<file path="src/rtl/txq_pkg.sv">
package txq_pkg;
    typedef enum logic [2:0] {
        ST_IDLE, ST_BLO, ST_BHI, ST_ALO, ST_AHI, ST_HALT
    } eng_state_t;

    localparam logic [1:0] SEL_DATA = 2'd0;
    localparam logic [1:0] SEL_CTL  = 2'd1;
    localparam logic [1:0] SEL_IEN  = 2'd2;
    localparam logic [1:0] SEL_STS  = 2'd3;

    localparam int CTL_FLUSH_BIT = 7;
    localparam int CTL_EN_BIT    = 6;
    localparam int CTL_HALT_BIT  = 3;
    localparam int STS_NAK_BIT   = 0;
    localparam int STS_DONE_BIT  = 1;
    localparam int STS_OVF_BIT   = 2;
    localparam int FST_EMPTY_BIT = 4;
endpackage

</file>
<file path="src/rtl/txq_fifo.sv">
module txq_fifo #(
    parameter int DEPTH = 64,
    parameter int W     = 8
) (
    input  logic         clk,
    input  logic         rst_n,
    input  logic         push_i,
    input  logic [W-1:0] din_i,
    input  logic         pop_i,
    input  logic         clear_i,
    output logic [W-1:0] dout_o,
    output logic         empty_o,
    output logic         full_o,
    output logic         drop_o
);
    localparam int AW = (DEPTH > 1) ? $clog2(DEPTH) : 1;
    localparam int CW = $clog2(DEPTH + 1);

    logic [W-1:0]  mem [DEPTH];
    logic [AW-1:0] wp_q, rp_q;
    logic [CW-1:0] cnt_q;
    logic          do_push, do_pop;

    function automatic logic [AW-1:0] nxt_ptr(input logic [AW-1:0] p);
        return (p == AW'(DEPTH - 1)) ? '0 : p + 1'b1;
    endfunction

    assign empty_o = (cnt_q == '0);
    assign full_o  = (cnt_q == CW'(DEPTH));
    assign do_pop  = pop_i && !empty_o && !clear_i;
    assign do_push = push_i && !clear_i && (!full_o || do_pop);
    assign drop_o  = push_i && !clear_i && full_o && !do_pop;
    assign dout_o  = mem[rp_q];

    always_ff @(posedge clk) begin
        if (do_push) mem[wp_q] <= din_i;
    end

    always_ff @(posedge clk or negedge rst_n) begin
        if (!rst_n) begin
            wp_q  <= '0;
            rp_q  <= '0;
            cnt_q <= '0;
        end else if (clear_i) begin
            wp_q  <= '0;
            rp_q  <= '0;
            cnt_q <= '0;
        end else begin
            if (do_push) wp_q <= nxt_ptr(wp_q);
            if (do_pop)  rp_q <= nxt_ptr(rp_q);
            if (do_push && !do_pop)      cnt_q <= cnt_q + 1'b1;
            else if (do_pop && !do_push) cnt_q <= cnt_q - 1'b1;
        end
    end

    // a push into a full queue without a dequeue leaves it full
    a_r8_full_drop: assert property (@(posedge clk) disable iff (!rst_n)
        (full_o && push_i && !pop_i && !clear_i) |=> full_o);
    // a flush leaves the queue empty
    a_r5_flush_empties: assert property (@(posedge clk) disable iff (!rst_n)
        clear_i |=> empty_o);
endmodule

</file>
<file path="src/rtl/txq_shifter.sv">
module txq_shifter
    import txq_pkg::*;
#(
    parameter int HALF = 4
) (
    input  logic       clk,
    input  logic       rst_n,
    input  logic       start_i,
    input  logic [7:0] byte_i,
    input  logic       release_i,
    input  logic       sda_i,
    output logic       pop_o,
    output logic       busy_o,
    output logic       halted_o,
    output logic       nak_o,
    output logic       scl_o,
    output logic       sda_oe_o
);
    localparam int PW = (HALF > 2) ? $clog2(HALF) : 1;

    eng_state_t    state_q, state_d;
    logic [PW-1:0] ph_q;
    logic [2:0]    bit_q;
    logic [7:0]    sh_q;
    logic          ph_end;

    assign ph_end = (ph_q == PW'(HALF - 1));

    always_comb begin
        state_d = state_q;
        unique case (state_q)
            ST_IDLE: if (start_i)   state_d = ST_BLO;
            ST_BLO:  if (ph_end)    state_d = ST_BHI;
            ST_BHI:  if (ph_end)    state_d = (bit_q == 3'd0) ? ST_ALO : ST_BLO;
            ST_ALO:  if (ph_end)    state_d = ST_AHI;
            ST_AHI:  if (ph_end)    state_d = sda_i ? ST_HALT : ST_IDLE;
            ST_HALT: if (release_i) state_d = ST_IDLE;
            default:                state_d = ST_IDLE;
        endcase
    end

    always_ff @(posedge clk or negedge rst_n) begin
        if (!rst_n) begin
            state_q <= ST_IDLE;
            ph_q    <= '0;
            bit_q   <= 3'd7;
            sh_q    <= '0;
        end else begin
            state_q <= state_d;
            ph_q    <= (state_d != state_q) ? '0 : ph_q + 1'b1;
            if (state_q == ST_IDLE && start_i) begin
                sh_q  <= byte_i;
                bit_q <= 3'd7;
            end else if (state_q == ST_BHI && ph_end && bit_q != 3'd0) begin
                bit_q <= bit_q - 1'b1;
            end
        end
    end

    always_comb begin
        pop_o    = (state_q == ST_IDLE) && start_i;
        busy_o   = (state_q != ST_IDLE);
        halted_o = (state_q == ST_HALT);
        nak_o    = (state_q == ST_AHI) && ph_end && sda_i;
        scl_o    = (state_q != ST_BLO) && (state_q != ST_ALO);
        sda_oe_o = ((state_q == ST_BLO) || (state_q == ST_BHI)) && !sh_q[bit_q];
    end

    // the data line holds still while the clock is high
    a_r2_sda_stable_high: assert property (@(posedge clk) disable iff (!rst_n)
        (state_q == ST_BHI && !ph_end) |=> $stable(sda_oe_o));
    // an ACK returns the engine to idle
    a_r3_ack_continue: assert property (@(posedge clk) disable iff (!rst_n)
        (state_q == ST_AHI && ph_end && !sda_i) |=> (state_q == ST_IDLE));
    // the halt holds until a flush
    a_r4_halt_holds: assert property (@(posedge clk) disable iff (!rst_n)
        (halted_o && !release_i) |=> halted_o);
endmodule

</file>
<file path="src/rtl/i2c_txq.sv">
module i2c_txq
    import txq_pkg::*;
#(
    parameter int DEPTH = 64,
    parameter int HALF  = 4
) (
    input  logic       clk,
    input  logic       rst_n,
    input  logic       reg_we,
    input  logic [1:0] reg_sel,
    input  logic [7:0] reg_wdata,
    output logic [7:0] status_o,
    output logic [7:0] fifo_sts_o,
    output logic [7:0] ctl_o,
    output logic       irq_o,
    output logic       scl_o,
    output logic       sda_oe_o,
    input  logic       sda_i
);
    logic       en_q, flush_q, st_nak_q, st_ovf_q;
    logic [1:0] ie_q;
    logic       push, pop, empty, full, drop, start;
    logic       busy, halted, nak;
    logic [7:0] head;
    logic       wr_ctl, wr_ien, wr_sts, tx_done;

    assign wr_ctl = reg_we && (reg_sel == SEL_CTL);
    assign wr_ien = reg_we && (reg_sel == SEL_IEN);
    assign wr_sts = reg_we && (reg_sel == SEL_STS);
    assign push   = reg_we && (reg_sel == SEL_DATA) && en_q;
    assign start  = en_q && !empty && !flush_q;

    txq_fifo #(.DEPTH(DEPTH), .W(8)) u_fifo (
        .clk(clk), .rst_n(rst_n), .push_i(push), .din_i(reg_wdata),
        .pop_i(pop), .clear_i(flush_q), .dout_o(head),
        .empty_o(empty), .full_o(full), .drop_o(drop)
    );

    txq_shifter #(.HALF(HALF)) u_eng (
        .clk(clk), .rst_n(rst_n), .start_i(start), .byte_i(head),
        .release_i(flush_q), .sda_i(sda_i), .pop_o(pop), .busy_o(busy),
        .halted_o(halted), .nak_o(nak), .scl_o(scl_o), .sda_oe_o(sda_oe_o)
    );

    always_ff @(posedge clk or negedge rst_n) begin
        if (!rst_n) begin
            en_q     <= 1'b0;
            flush_q  <= 1'b0;
            ie_q     <= '0;
            st_nak_q <= 1'b0;
            st_ovf_q <= 1'b0;
        end else begin
            flush_q <= wr_ctl && reg_wdata[CTL_FLUSH_BIT];
            if (wr_ctl) en_q <= reg_wdata[CTL_EN_BIT];
            if (wr_ien) ie_q <= reg_wdata[1:0];
            st_nak_q <= nak  || (st_nak_q && !(wr_sts && reg_wdata[STS_NAK_BIT]));
            st_ovf_q <= drop || (st_ovf_q && !(wr_sts && reg_wdata[STS_OVF_BIT]));
        end
    end

    assign tx_done = empty && !busy;

    always_comb begin
        status_o                = '0;
        status_o[STS_NAK_BIT]   = st_nak_q;
        status_o[STS_DONE_BIT]  = tx_done;
        status_o[STS_OVF_BIT]   = st_ovf_q;
        fifo_sts_o              = '0;
        fifo_sts_o[FST_EMPTY_BIT] = empty;
        ctl_o                   = '0;
        ctl_o[CTL_FLUSH_BIT]    = flush_q;
        ctl_o[CTL_EN_BIT]       = en_q;
        ctl_o[CTL_HALT_BIT]     = halted;
        irq_o = (st_nak_q && ie_q[0]) || (tx_done && ie_q[1]);
    end

    // flush bit clears itself unless written again
    a_r5_flush_self_clear: assert property (@(posedge clk) disable iff (!rst_n)
        (flush_q && !(wr_ctl && reg_wdata[CTL_FLUSH_BIT])) |=> !ctl_o[CTL_FLUSH_BIT]);
    // sent-and-empty implies the raw queue is empty
    a_r7_done_needs_empty: assert property (@(posedge clk) disable iff (!rst_n)
        status_o[STS_DONE_BIT] |-> fifo_sts_o[FST_EMPTY_BIT]);
    // a NAK raises the sticky status
    a_r4_nak_sticky: assert property (@(posedge clk) disable iff (!rst_n)
        nak |=> status_o[STS_NAK_BIT]);
    // nothing is dequeued while disabled
    a_r9_no_pop_disabled: assert property (@(posedge clk) disable iff (!rst_n)
        !en_q |-> !pop);
endmodule

</file>
<file path="config.mk">
export PLATFORM = sky130hd
export DESIGN_NAME = i2c_txq
export DESIGN_NICKNAME = d
export VERILOG_FILES = /design/src/rtl/txq_pkg.sv /design/src/rtl/txq_fifo.sv /design/src/rtl/txq_shifter.sv /design/src/rtl/i2c_txq.sv
export SDC_FILE = /design/constraint.sdc
export NUM_CORES = 1
export LEC_CHECK = 0
export BUFFER_PORTS_ARGS = -buffer_cell sky130_fd_sc_hd__buf_2
export CORE_ASPECT_RATIO = 1.1
export CORE_MARGIN = 3
export CORE_UTILIZATION = 55
export CTS_CLUSTER_DIAMETER = 30
export DETAILED_ROUTE_END_ITERATION = 8
export PLACE_DENSITY_LB_ADDON = 0.3
export SLEW_MARGIN = 30
export SYNTH_ARGS = -nofsm -noshare
export SYNTH_HDL_FRONTEND = slang
export SYNTH_SLANG_ARGS = --single-unit
</file>
<file path="constraint.sdc">
create_clock -name clk -period 7.83 [get_ports clk]
set_clock_uncertainty 0.05 [all_clocks]
set_input_delay 0.783 -clock clk [delete_from_list [all_inputs] [get_ports clk]]
set_output_delay 0.783 -clock clk [all_outputs]
set_load 0.02 [all_outputs]
</file>
# Yosys cells after proc, flatten, opt, wreduce, memory -nomap -nowiden
# Memory sizes are Yosys's and may differ from the RTL's. A register that Yosys moved wholly into a read port is not among the register bits.
# Index checks and enable logic that the tools add are counted.
# W data, S select, Z words.
dict set report totals {
  reg_bits 33
  mem_bits_rw 512
  inputBits 14
  out_inout_bits 27
  word_cells 114
  memories 1
}
dict set report op_classes {
  n_addsub 6
  n_lt_le_gt_ge 1
  n_eq_ne 15
  mux 25
  n_reduce_logical 55
}
# memory words word_bits read_ports rd_ports_with_merged_regs wr line_no
set memory_table {}
lappend memory_table {u_fifo.mem 64 8 1 1 1 txq_fifo.sv:19} ;# logic [W-1:0] mem [DEPTH];
# operator n
set op_table {}
lappend op_table {{$mux W6} 6}
lappend op_table {{$logic_and A1 B1 Y1} 30}
lappend op_table {{$mux W3} 9}
lappend op_table {{$mux W7} 3}
lappend op_table {{$pmux W3 S6} 1}
lappend op_table {{$add A6 B1 Y6 const B} 2}
lappend op_table {{$eq A6 B6 Y1 const B} 2}
lappend op_table {{$logic_not A1 Y1} 10}
lappend op_table {{$reduce_bool A3 Y1} 3}
lappend op_table {{$add A7 B1 Y7 const B} 1}
lappend op_table {{$eq A7 B7 Y1 const B} 1}
lappend op_table {{$logic_not A7 Y1} 1}
lappend op_table {{$sub A7 B1 Y7 const B} 1}
lappend op_table {{$eq A2 B2 Y1 const B} 3}
lappend op_table {{$eq A3 B2 Y1 const B} 2}
lappend op_table {{$eq A3 B3 Y1 const B} 2}
lappend op_table {{$logic_not A3 Y1} 2}
lappend op_table {{$reduce_bool A2 Y1} 3}
lappend op_table {{$logic_or A1 B1 Y1} 5}
lappend op_table {{$lt A3 B4 Y1 const B} 1}
lappend op_table {{$mux W2} 2}
lappend op_table {{$bmux W1 S3} 1}
lappend op_table {{$eq A3 B1 Y1 const B} 1}
lappend op_table {{$mux W1} 3}
lappend op_table {{7 further kinds} 7}

# Longest topological paths before layout
# Gate-level depths: netlist of run 1.
dict set report logic_depth {
  word_depth 14
  depth_mapped 13
  depth_no_buf 12
}

# By module
# Synthesis of run 1 repeated with hierarchy kept, for this count alone.
dict set report unflattened {
  cells_unflattened 1268
  area_unflattened_um2 22678.0
}
# mod instances cells_per_inst area_per_inst_um2 seq_area_each_um2
set modules_own_cells {}
lappend modules_own_cells {txq_fifo 1 1141 21269.1 15850.2}
lappend modules_own_cells {txq_shifter 1 81 955.9 404.1}
lappend modules_own_cells {i2c_txq 1 46 452.9 150.1}

# Worst setup path before layout of run 1
# Ideal clock, no wire load.
dict set report synth_path {
  path_kind {input port to flip-flop}
  start {in reg_we}
  end {reg u_fifo.cnt_q[6]}
  setup_ns 0.139
  arrival_time_ns 3.313
  required_time_ns 7.641
  path_slack_ns 4.328
  cell_stages 11
  n_path_buf 0
  cell_sequence {nor2b_1 > or3b_1 > a31oi_4 > nand2_1 > ha_1 > nor2b_1 > o31a_1 > o21ai_0 > a221oi_1 > a221oi_1 > o41ai_1}
}
dict set report synth_via {
  elab_chain_cells 7
  word_cells_on_any_way 10
  cone_classes {2 x mux; 8 x reduce/logical}
}
# element line_no
set synth_rtl {}
lappend synth_rtl {{from (decl)} i2c_txq.sv:9} ;# input logic reg_we,
lappend synth_rtl {{$logic_and A1 B1 Y1 * (2 in series)} i2c_txq.sv:30} ;# assign push = reg_we && (reg_sel == SEL_DATA) && en_q;
lappend synth_rtl {{$logic_and A1 B1 Y1 * (2 in series)} txq_fifo.sv:31} ;# assign do_push = push_i && !clear_i && (!full_o || do_pop);
lappend synth_rtl {{$logic_and A1 B1 Y1 or $logic_not A1 Y1 (tied branches)} {txq_fifo.sv:51, txq_fifo.sv:52}}
lappend synth_rtl {{$mux W7 or $logic_and A1 B1 Y1 (tied branches)} {txq_fifo.sv:51, txq_fifo.sv:52}}
lappend synth_rtl {{$mux W7 or $reduce_bool A3 Y1 (tied branches)} -}
lappend synth_rtl {{to (signal assigned)} txq_fifo.sv:51} ;# if (do_push && !do_pop) cnt_q <= cnt_q + 1'b1;
lappend synth_rtl {{to (signal assigned)} txq_fifo.sv:52} ;# else if (do_pop && !do_push) cnt_q <= cnt_q - 1'b1;
lappend synth_rtl {{to (decl)} txq_fifo.sv:21} ;# logic [CW-1:0] cnt_q;
# Mark *: on every way between the ends. The rest lies on a longest branch, timed or not.
# A chain may end at the register's enable or synchronous reset.

# Final worst setup path of run 1
dict set report layout_path {
  start {reg flush_q}
  end {reg u_fifo.cnt_q[6]}
}
dict set report layout_via {
  elab_chain_cells 10
  word_cells_on_any_way 15
  cone_classes {2 x mux; 13 x reduce/logical}
}
# element line_no
set layout_rtl {}
lappend layout_rtl {{from (decl)} i2c_txq.sv:20} ;# logic en_q, flush_q, st_nak_q, st_ovf_q;
lappend layout_rtl {{from (signal assigned)} i2c_txq.sv:53} ;# flush_q <= wr_ctl && reg_wdata[CTL_FLUSH_BIT];
lappend layout_rtl {{$logic_not A1 Y1} {txq_fifo.sv:30, txq_fifo.sv:31, i2c_txq.sv:31}}
lappend layout_rtl {{$logic_and A1 B1 Y1} i2c_txq.sv:31} ;# assign start = en_q && !empty && !flush_q;
lappend layout_rtl {{$logic_and A1 B1 Y1} txq_shifter.sv:61} ;# pop_o = (state_q == ST_IDLE) && start_i;
lappend layout_rtl {{$logic_and A1 B1 Y1 (2 in series)} txq_fifo.sv:30} ;# assign do_pop = pop_i && !empty_o && !clear_i;
lappend layout_rtl {{$logic_or A1 B1 Y1} txq_fifo.sv:31}
lappend layout_rtl {{$logic_and A1 B1 Y1} txq_fifo.sv:31}
lappend layout_rtl {{$logic_and A1 B1 Y1 or $logic_not A1 Y1 (tied branches)} {txq_fifo.sv:51, txq_fifo.sv:52}}
lappend layout_rtl {{$mux W7 or $logic_and A1 B1 Y1 (tied branches)} {txq_fifo.sv:51, txq_fifo.sv:52}}
lappend layout_rtl {{$mux W7 or $reduce_bool A3 Y1 (tied branches)} -}
# Several ways; a longest one is shown, not always the timed one.

==> results.cfg, run 1 <==
[run_status]
status = complete, no violations

[logic_synthesis]
synth_top_area_share = 0.675
ys_seq_area_frac = 0.721
synth.area.top_cells = edfxtp_1 (68%), mux4_2 (12%), dfrtp_1 (4.2%), mux2i_1 (2.6%), nand2_1 (1.6%)
yosysUniqueCellTypes = 72
synth_area_per_cell_sq_um = 18.4
synth_edf_count = 512
synth_top_area_cell = edfxtp_1
syn-cell-area_sq_um = 22800
ys_async_sr_fraction = 0.0741
ys_ff_latch = 553
synthFlopType = edfxtp_1
syn_inst = 1234
yosysWarningCount = 0

[place]
gp_congestion = 0.857
hpwl_mm = 26.6
io_buffers = 23
pre_cts_ws_ps = 3470
place_area_sq_um = 23200

[cts]
clkLatencyLatePin_ps = 610
tritoncts = yes
clockBufferDepth = 3
cts_hold_buf = 0
cts_root_buffer = clkbuf_16
cts_buffers = 96
path_clk_slew_ps = 50
ctsHtreeMaxLevel = 3
clock_sinks = 553
cts_resized = 0
post_cts_buffers = 0

[floorplanning]
start_util = 0.561
core_area_sq_um = 40600
rows = 77
io_pins = 41
fp.dieArea_sq_um = 43900
die_h_microns = 219
dieWidth_microns = 200

[timing]
hold_viol_final = 0
setup_tns_ps = 0
slew_violations = 0
maxSlewHeadroom = 0.364
setup_viol = 0
tightest_slew_ps = 955
max_freq_ghz = 0.231
layout_setup_ws_ps = 3490
finalCriticalPeriod_ps = 4340
fin_crit_sh = 0.554
rsz0062_at_grt = no

[detailed_routing]
firstDrtPassIters = 5
wl_met1_mm = 19.5
antenna_left = 0
vias = 11700
drt-wirelength-per-cell_microns = 25.6
first_iter_violations = 1184
dr.max_layer_used = met5
drc = 0
met3_length_mm = 3.74
wl_met2_mm = 24.1
avgViaCountPerCell = 6.04
postRouteWirelength_mm = 49.3

[power_and_ir_drop]
max-vdd-ir-drop_uv = 188
comb_power_share = 0.194
clock_power_share = 0.449
switching_power_w = 0.00266
swShare = 0.272
p_leak_nw = 8.93
internal-power_w = 0.00712
seqPwrFrac = 0.356
powerDensity_nw_per_um2 = 367

[worst_setup_path]
cp_cell_sequence = nand2b_1, or4_4, a31oi_4, nand2_1, ha_1, nor2b_1, o31a_1, o21ai_0, a221oi_1, a221oi_1, o41ai_1
cp_max_fo = 22
path_class = register to register
reg2reg_from = flush_q$_DFF_PN0_
worst-path-buf-inv = 0
arrival_ps = 4730
rrSetupSlack_ps = 3490
startpoint_type = register
critPathSlowestCell = dfrtp_1
startpoint = flush_q$_DFF_PN0_
required_ps = 8220
crit_path_frequent_cell = a221oi_1
cp-end-kind = register
cpPeakStageDelay_ps = 690
path_delay_family = compound AO/OA/AOI/OAI gates

[final_layout]
mostFrequentLayoutCell = edfxtp_1
syn2layout_area_growth_pct = 17.0
fin_nets = 1319
final_layout_size_suffix_gt1_frac = 0.257
layout.area.seq_sq_um = 16400
n_fill_cell = 2584
multi_input_area_sq_um = 5780
postLayoutCellArea_sq_um = 26600
antenna_cells = 0
layout.cells.most_common_list = edfxtp_1 (512), mux4_2 (121), clkbuf_16 (98)

[job]
max-cap-violations = 0

[min_path]
holdCritPathClass = input port to asynchronous set/reset pin

[grt]
grt_pass1_vias = 12000
grt_usage = 0.233
grt-ovfl-total = 0
antenna_found_initial = 1
grt_first_pass_wirelength_mm = 74.7
grt_max_degree = 95
## cell usage after synthesis (8+ instances only)
library cell,instances
mux2i_1,60
ha_1,11
nand2b_1,22
buf_1,9
a21oi_1,28
nand3_1,8
nor2b_1,8
a31oi_1,10
inv_1,13
buf_6,11
buf_4,30
nand2_1,95
clkbuf_1,20
mux4_2,121
edfxtp_1,512
buf_2,18
o21ai_0,15
dfrtp_1,38
nor2_1,85
a22o_1,9
## final cells by class
| cell class | instances | area share |
|---|---|---|
| clock buffer | 100 | 0.0924 |
| clock inverter | 80 | 0.0376 |
| inverter | 14 | 0.00197 |
| multi-input combinational | 593 | 0.217 |
| sequential | 553 | 0.617 |
| tap | 553 | 0.0260 |
| timing repair buffer | 35 | 0.00851 |
## routing by layer
metal,up-vias,track usage
met4,2,0.102
li1,5024,-
met5,-,0
met1,5986,0.312
met2,519,0.369
met3,121,0.0556
## stage by stage
| stage | cells | power, W | utilization | hold WS [ps] |
|---|---|---|---|---|
| finish | 1928 | 0.00978 | 0.656 | 110 |
| floorplan | 1250 | 0.00497 | - | 357 |
| detailed placement | 1748 | 0.00542 | 0.571 | 387 |
| CTS | 1928 | 0.00985 | 0.656 | 286 |
| global route | 1928 | 0.0101 | 0.656 | 149 |
| global placement | 1748 | 0.00540 | 0.571 | 372 |
## power by group through the flow
stage	logic [W]	registers (W)	clock network, W
after detailed placement	0.00188	0.00354	0
after CTS	0.00192	0.00348	0.00445
after floorplan	0.00158	0.00340	0
after global placement	0.00186	0.00354	0
final	0.00190	0.00349	0.00440
after global routing	0.00204	0.00350	0.00458
## registers in the layout, indices dropped and copies added (netlist names)
register and cells:
en_q 1, flush_q 1, ie_q 2, st_nak_q 1, st_ovf_q 1, u_eng.bit_q 3
u_eng.ph_q 2, u_eng.sh_q 8, u_eng.state_q 3, u_fifo.cnt_q 7, u_fifo.mem 512, u_fifo.rp_q 6
u_fifo.wp_q 6
## worst paths after layout
kind | to | depth (start not counted)
max | u_fifo.cnt_q[6]$_DFFE_PN0P_ | 11
min | u_fifo.cnt_q[0]$_DFFE_PN0P_ | 1
max reg2reg | u_fifo.cnt_q[6]$_DFFE_PN0P_ | 11
min reg2reg | u_eng.ph_q[0]$_DFF_PN0_ | 1
max in group asynchronous | u_fifo.rp_q[0]$_DFFE_PN0P_ | 1
min in group clk | u_eng.ph_q[0]$_DFF_PN0_ | 1
## cells by family after synthesis
logic type      share of synthesized area
xor+xnor                          0.00346
buf+inv                            0.0281
mux                                 0.148
compound gates                     0.0328
flops                               0.721
fa+ha+maj                         0.00693
simple gates                       0.0602
other cells                      0.000165
Power figures use the tool's default switching activity.
==> run 2: changes to the inputs <==
==> constraint.sdc (replaced) <==
create_clock -name clk -period 3.8 [get_ports clk]
set_clock_uncertainty 0.05 [all_clocks]
set_input_delay 0.38 -clock clk [delete_from_list [all_inputs] [get_ports clk]]
set_output_delay 0.38 -clock clk [all_outputs]
set_load 0.02 [all_outputs]
==> results.cfg, run 2 (synthesis results as in run 1) <==
[floorplanning]
fp.dieArea_sq_um = 43900
core_area_sq_um = 40600
start_util = 0.561
die_h_microns = 219
rows = 77
io_pins = 41
dieWidth_microns = 200

[final_layout]
largest_register_ff_count = 512
final_layout_size_suffix_gt1_frac = 0.280
mostFrequentLayoutCell = edfxtp_1
top_register = u_fifo.mem
fin_nets = 1376
largestRegisters = u_fifo.mem x512, u_eng.sh_q x8, u_fifo.cnt_q x7
antenna_cells = 0
syn2layout_area_growth_pct = 17.9
layout.cells.most_common_list = edfxtp_1 (512), mux4_2 (121), nand2_1 (95)

[detailed_routing]
antenna_left = 0
avgViaCountPerCell = 5.97
drt-wirelength-per-cell_microns = 24.9
drc = 0
firstDrtPassIters = 5
vias = 11800
first_iter_violations = 1315
postRouteWirelength_mm = 49.3

[worst_setup_path]
cp-end-kind = register
cp_max_fo = 8
arrival_ps = 3690
startpoint_type = register
path_class = register to register
required_ps = 4220

[timing]
tightest_slew_ps = 922
hold_viol_final = 0
finalCriticalPeriod_ps = 3270
max_freq_ghz = 0.306
setup_tns_ps = 0
maxSlewHeadroom = 0.385
setup_viol = 0
slew_violations = 0
layout_setup_ws_ps = 529
fin_crit_sh = 0.861
rsz0062_at_grt = no

[job]
max-cap-violations = 0

[cts]
ctsHtreeMaxLevel = 3
clkLatencyLatePin_ps = 610
clock_sinks = 553
cts_hold_buf = 1
cts_buffers = 93
tritoncts = yes
clockBufferDepth = 3
path_clk_slew_ps = 50
cts_resized = 0
post_cts_buffers = 0
cts_root_buffer = clkbuf_16

[run_status]
status = complete, no violations

[grt]
antenna_found_initial = 1
grt_usage = 0.234
grt_max_degree = 52
grt_first_pass_wirelength_mm = 75.1
grt_pass1_vias = 12200
grt-ovfl-total = 0

[place]
io_buffers = 23
gp_congestion = 0.862
pre_cts_ws_ps = 480
hpwl_mm = 30.2

[power_and_ir_drop]
total_power_w = 0.0195
max-vdd-ir-drop_uv = 385
p_leak_nw = 9.13
powerDensity_nw_per_um2 = 727

[min_path]
holdCritPathClass = input port to register
run 2: path summary, 6_finish.rpt:
path / startpoint / to / slack (ps) / cells after the start
max in group asynchronous: rst_n / u_fifo.rp_q[1]$_DFFE_PN0P_ / 3020 / 2
hold reg to reg: u_eng.ph_q[0]$_DFF_PN0_ / u_eng.ph_q[0]$_DFF_PN0_ / 380 / 1
setup reg to reg: u_fifo.cnt_q[0]$_DFFE_PN0P_ / u_fifo.cnt_q[6]$_DFFE_PN0P_ / 530 / 12
setup / recovery: u_fifo.cnt_q[0]$_DFFE_PN0P_ / u_fifo.cnt_q[6]$_DFFE_PN0P_ / 530 / 12
hold / removal: reg_sel[0] / flush_q$_DFF_PN0_ / 40 / 2
min in group asynchronous: rst_n / u_fifo.cnt_q[6]$_DFFE_PN0P_ / 250 / 2
run 2: routing by layer:
| layer | up-vias | track usage | wire, microns | share of wire |
|---|---|---|---|---|
| met5 | - | 0 | 11 | 0.00022 |
| met4 | 2 | 0.0896 | 1470 | 0.030 |
| met3 | 87 | 0.0534 | 3950 | 0.080 |
| met2 | 521 | 0.378 | 24500 | 0.50 |
| met1 | 6086 | 0.314 | 19300 | 0.39 |
| li1 | 5132 | - | - | - |
run 2: final cells by class:
class	instances	area [sq um]
multi-input cells	593	5780
well taps	553	692
clock buffers	107	2450
inverters	14	52.6
repair buffers	95	743
fillers	2601	13700
flip-flops and latches	553	16400
clock inverters	66	703
run 2: power by group:
group / internal, W / switching [W]
clock: 0.00540 / 0.00289
sequential: 0.00682 / 0.000352
combinational: 0.00194 / 0.00210
total: 0.0142 / 0.00534
run 2: metrics by stage:
step / instance area, sq um / cells / hold WS, ps / util
after floorplan: 22800 / 1250 / 34.4 / -
after global placement: 23600 / 1806 / 368 / 0.583
after detailed placement: 23600 / 1806 / 376 / 0.583
after CTS: 26800 / 1980 / 18.6 / 0.661
after global routing: 26800 / 1981 / 37.9 / 0.662
final: 26800 / 1981 / 41.5 / 0.662
run 2: critical path: stages (launching register included):
cell and delay (ps):
dfrtp_1 430, nor4_1 460, and2_1 270, a31oi_4 100, nand2_1 260, inv_1 120
fa_1 390, nor2b_1 230, o31a_1 180, o21ai_0 130, nor3b_1 180, a221oi_1 240
o41ai_1 110
==> run 3: changes to the inputs <==
--- a/config.mk
+++ b/config.mk
@@ -6,9 +6,12 @@
 export NUM_CORES = 1
 export LEC_CHECK = 0
 export BUFFER_PORTS_ARGS = -buffer_cell sky130_fd_sc_hd__buf_2
+export CAP_MARGIN = 20
+export CELL_PAD_IN_SITES_DETAIL_PLACEMENT = 1
+export CELL_PAD_IN_SITES_GLOBAL_PLACEMENT = 1
 export CORE_ASPECT_RATIO = 1.1
 export CORE_MARGIN = 3
-export CORE_UTILIZATION = 55
+export CORE_UTILIZATION = 49
 export CTS_CLUSTER_DIAMETER = 30
 export DETAILED_ROUTE_END_ITERATION = 8
 export PLACE_DENSITY_LB_ADDON = 0.3
==> constraint.sdc (replaced) <==
create_clock -name clk -period 3.8 [get_ports clk]
set_clock_uncertainty 0.05 [all_clocks]
set_input_delay 0.38 -clock clk [delete_from_list [all_inputs] [get_ports clk]]
set_output_delay 0.38 -clock clk [all_outputs]
set_load 0.005 [all_outputs]
==> results.cfg, run 3 (synthesis results as in run 1) <==
[power_and_ir_drop]
powerDensity_nw_per_um2 = 744
p_leak_nw = 9.28
total_power_w = 0.0202
max-vdd-ir-drop_uv = 366

[timing]
setup_tns_ps = 0
max_freq_ghz = 0.296
fin_crit_sh = 0.890
slew_violations = 0
tightest_slew_ps = 936
hold_viol_final = 0
setup_viol = 0
rsz0062_at_grt = no
maxSlewHeadroom = 0.376
finalCriticalPeriod_ps = 3380

[job]
max-cap-violations = 0

[floorplanning]
die_h_microns = 232
io_pins = 41
start_util = 0.497
fp.dieArea_sq_um = 49100
rows = 82
core_area_sq_um = 45800
dieWidth_microns = 211

[worst_setup_path]
path_class = register to register
r2r_end = u_fifo.cnt_q[6]$_DFFE_PN0P_
rrSetupSlack_ps = 420
r2r_cells = 12
path_delay_family = simple AND/OR/NAND/NOR gates
startpoint = u_fifo.cnt_q[0]$_DFFE_PN0P_
cpPeakStageDelay_ps = 470
cp-end-kind = register
reg2reg_from = u_fifo.cnt_q[0]$_DFFE_PN0P_
worst-path-buf-inv = 1
arrival_ps = 3810
required_ps = 4230
cp_cell_sequence = nor4_1, and2_1, a31oi_4, nand2_1, inv_1, fa_1, nor2b_1, o31a_1, o21ai_0, nor3b_1, a221oi_1, o41ai_1
critical_path_depth = 12
endpoint = u_fifo.cnt_q[6]$_DFFE_PN0P_
critPathSlowestCell = nor4_1
cp_max_fo = 8
startpoint_type = register

[cts]
cts_buffers = 102
clkLatencyLatePin_ps = 620
path_clk_slew_ps = 50
clock_sinks = 553
cts_root_buffer = clkbuf_16
ctsHtreeMaxLevel = 3
clockBufferDepth = 3
tritoncts = yes
cts_hold_buf = 1
post_cts_buffers = 0
cts_resized = 0

[place]
gp_congestion = 0.801
hpwl_mm = 34.3
io_buffers = 23

[final_layout]
n_fill_cell = 3954
multi_input_area_sq_um = 5780
final_layout_size_suffix_gt1_frac = 0.293
syn2layout_area_growth_pct = 19.5
top_register = u_fifo.mem
fin_nets = 1391
largest_register_ff_count = 512
largestRegisters = u_fifo.mem x512, u_eng.sh_q x8, u_fifo.cnt_q x7
layout.area.seq_sq_um = 16400
mostFrequentLayoutCell = edfxtp_1
layout.cells.most_common_list = edfxtp_1 (512), mux4_2 (121), clkbuf_16 (104)

[detailed_routing]
vias = 12200
postRouteWirelength_mm = 56.6
drc = 0
firstDrtPassIters = 5
antenna_left = 0
first_iter_violations = 1101
drt-wirelength-per-cell_microns = 27.7
avgViaCountPerCell = 5.97

[grt]
grt_max_degree = 54
grt-ovfl-total = 0
grt_pass1_vias = 13400
grt_first_pass_wirelength_mm = 85.3
antenna_found_initial = 0
grt_usage = 0.236

[run_status]
status = complete, no violations

[min_path]
holdCritPathClass = input port to register
run 3: area by class of cell:
class,instances,share of cell area
Sequential cell,553,0.603
Multi-Input combinational cell,593,0.212
Clock buffer,119,0.0985
Clock inverter,72,0.0289
Timing Repair Buffer,101,0.0280
Tap cell,588,0.0270
Inverter,14,0.00193
Antenna cell,1,0.0000920
run 3: worst reg2reg max path, stage by stage (launching register included):
cell and delay [ps]:
dfrtp_1 430, nor4_1 470, and2_1 260, a31oi_4 100, nand2_1 290, inv_1 120, fa_1 390, nor2b_1 240
o31a_1 210, o21ai_0 150, nor3b_1 180, a221oi_1 240, o41ai_1 110
run 3: routing by layer:
| layer | wire [microns] | part of all wire | track usage |
|---|---|---|---|
| met1 | 22900 | 0.41 | 0.308 |
| met2 | 28800 | 0.51 | 0.399 |
| met3 | 3420 | 0.060 | 0.0459 |
| met4 | 1420 | 0.025 | 0.0881 |
| met5 | 0 | 0 | 0 |
run 3: metrics by stage:
stage | hold slack (ps) | std cells | util | setup WS (ps) | cell area (sq um)
5_1_grt | 53.9 | 2040 | 0.594 | 135 | 27200
6_report | 45.3 | 2041 | 0.595 | 418 | 27200
4_1_cts | 27.9 | 2040 | 0.594 | 375 | 27200
3_3_place_gp | 370 | 1848 | 0.518 | 449 | 23700
3_5_place_dp | 373 | 1848 | 0.518 | 387 | 23700
2_1_floorplan | 34.4 | 1250 | - | 614 | 22800
run 3: worst min path at each step:
stage | start | endpoint | cells past startpoint
finish | reg_we | st_ovf_q$_DFF_PN0_ | 4
global route | reg_sel[0] | flush_q$_DFF_PN0_ | 2
CTS | reg_we | st_ovf_q$_DFF_PN0_ | 4
detailed placement | rst_n | u_fifo.cnt_q[6]$_DFFE_PN0P_ | 1
global placement | u_eng.ph_q[0]$_DFF_PN0_ | u_eng.ph_q[0]$_DFF_PN0_ | 1
floorplan | rst_n | en_q$_DFFE_PN0P_ | 0
run 3: report_power, final:
group	internal, W	switching [W]
registers	0.00682	0.000358
clock network	0.00580	0.00319
logic	0.00190	0.00218
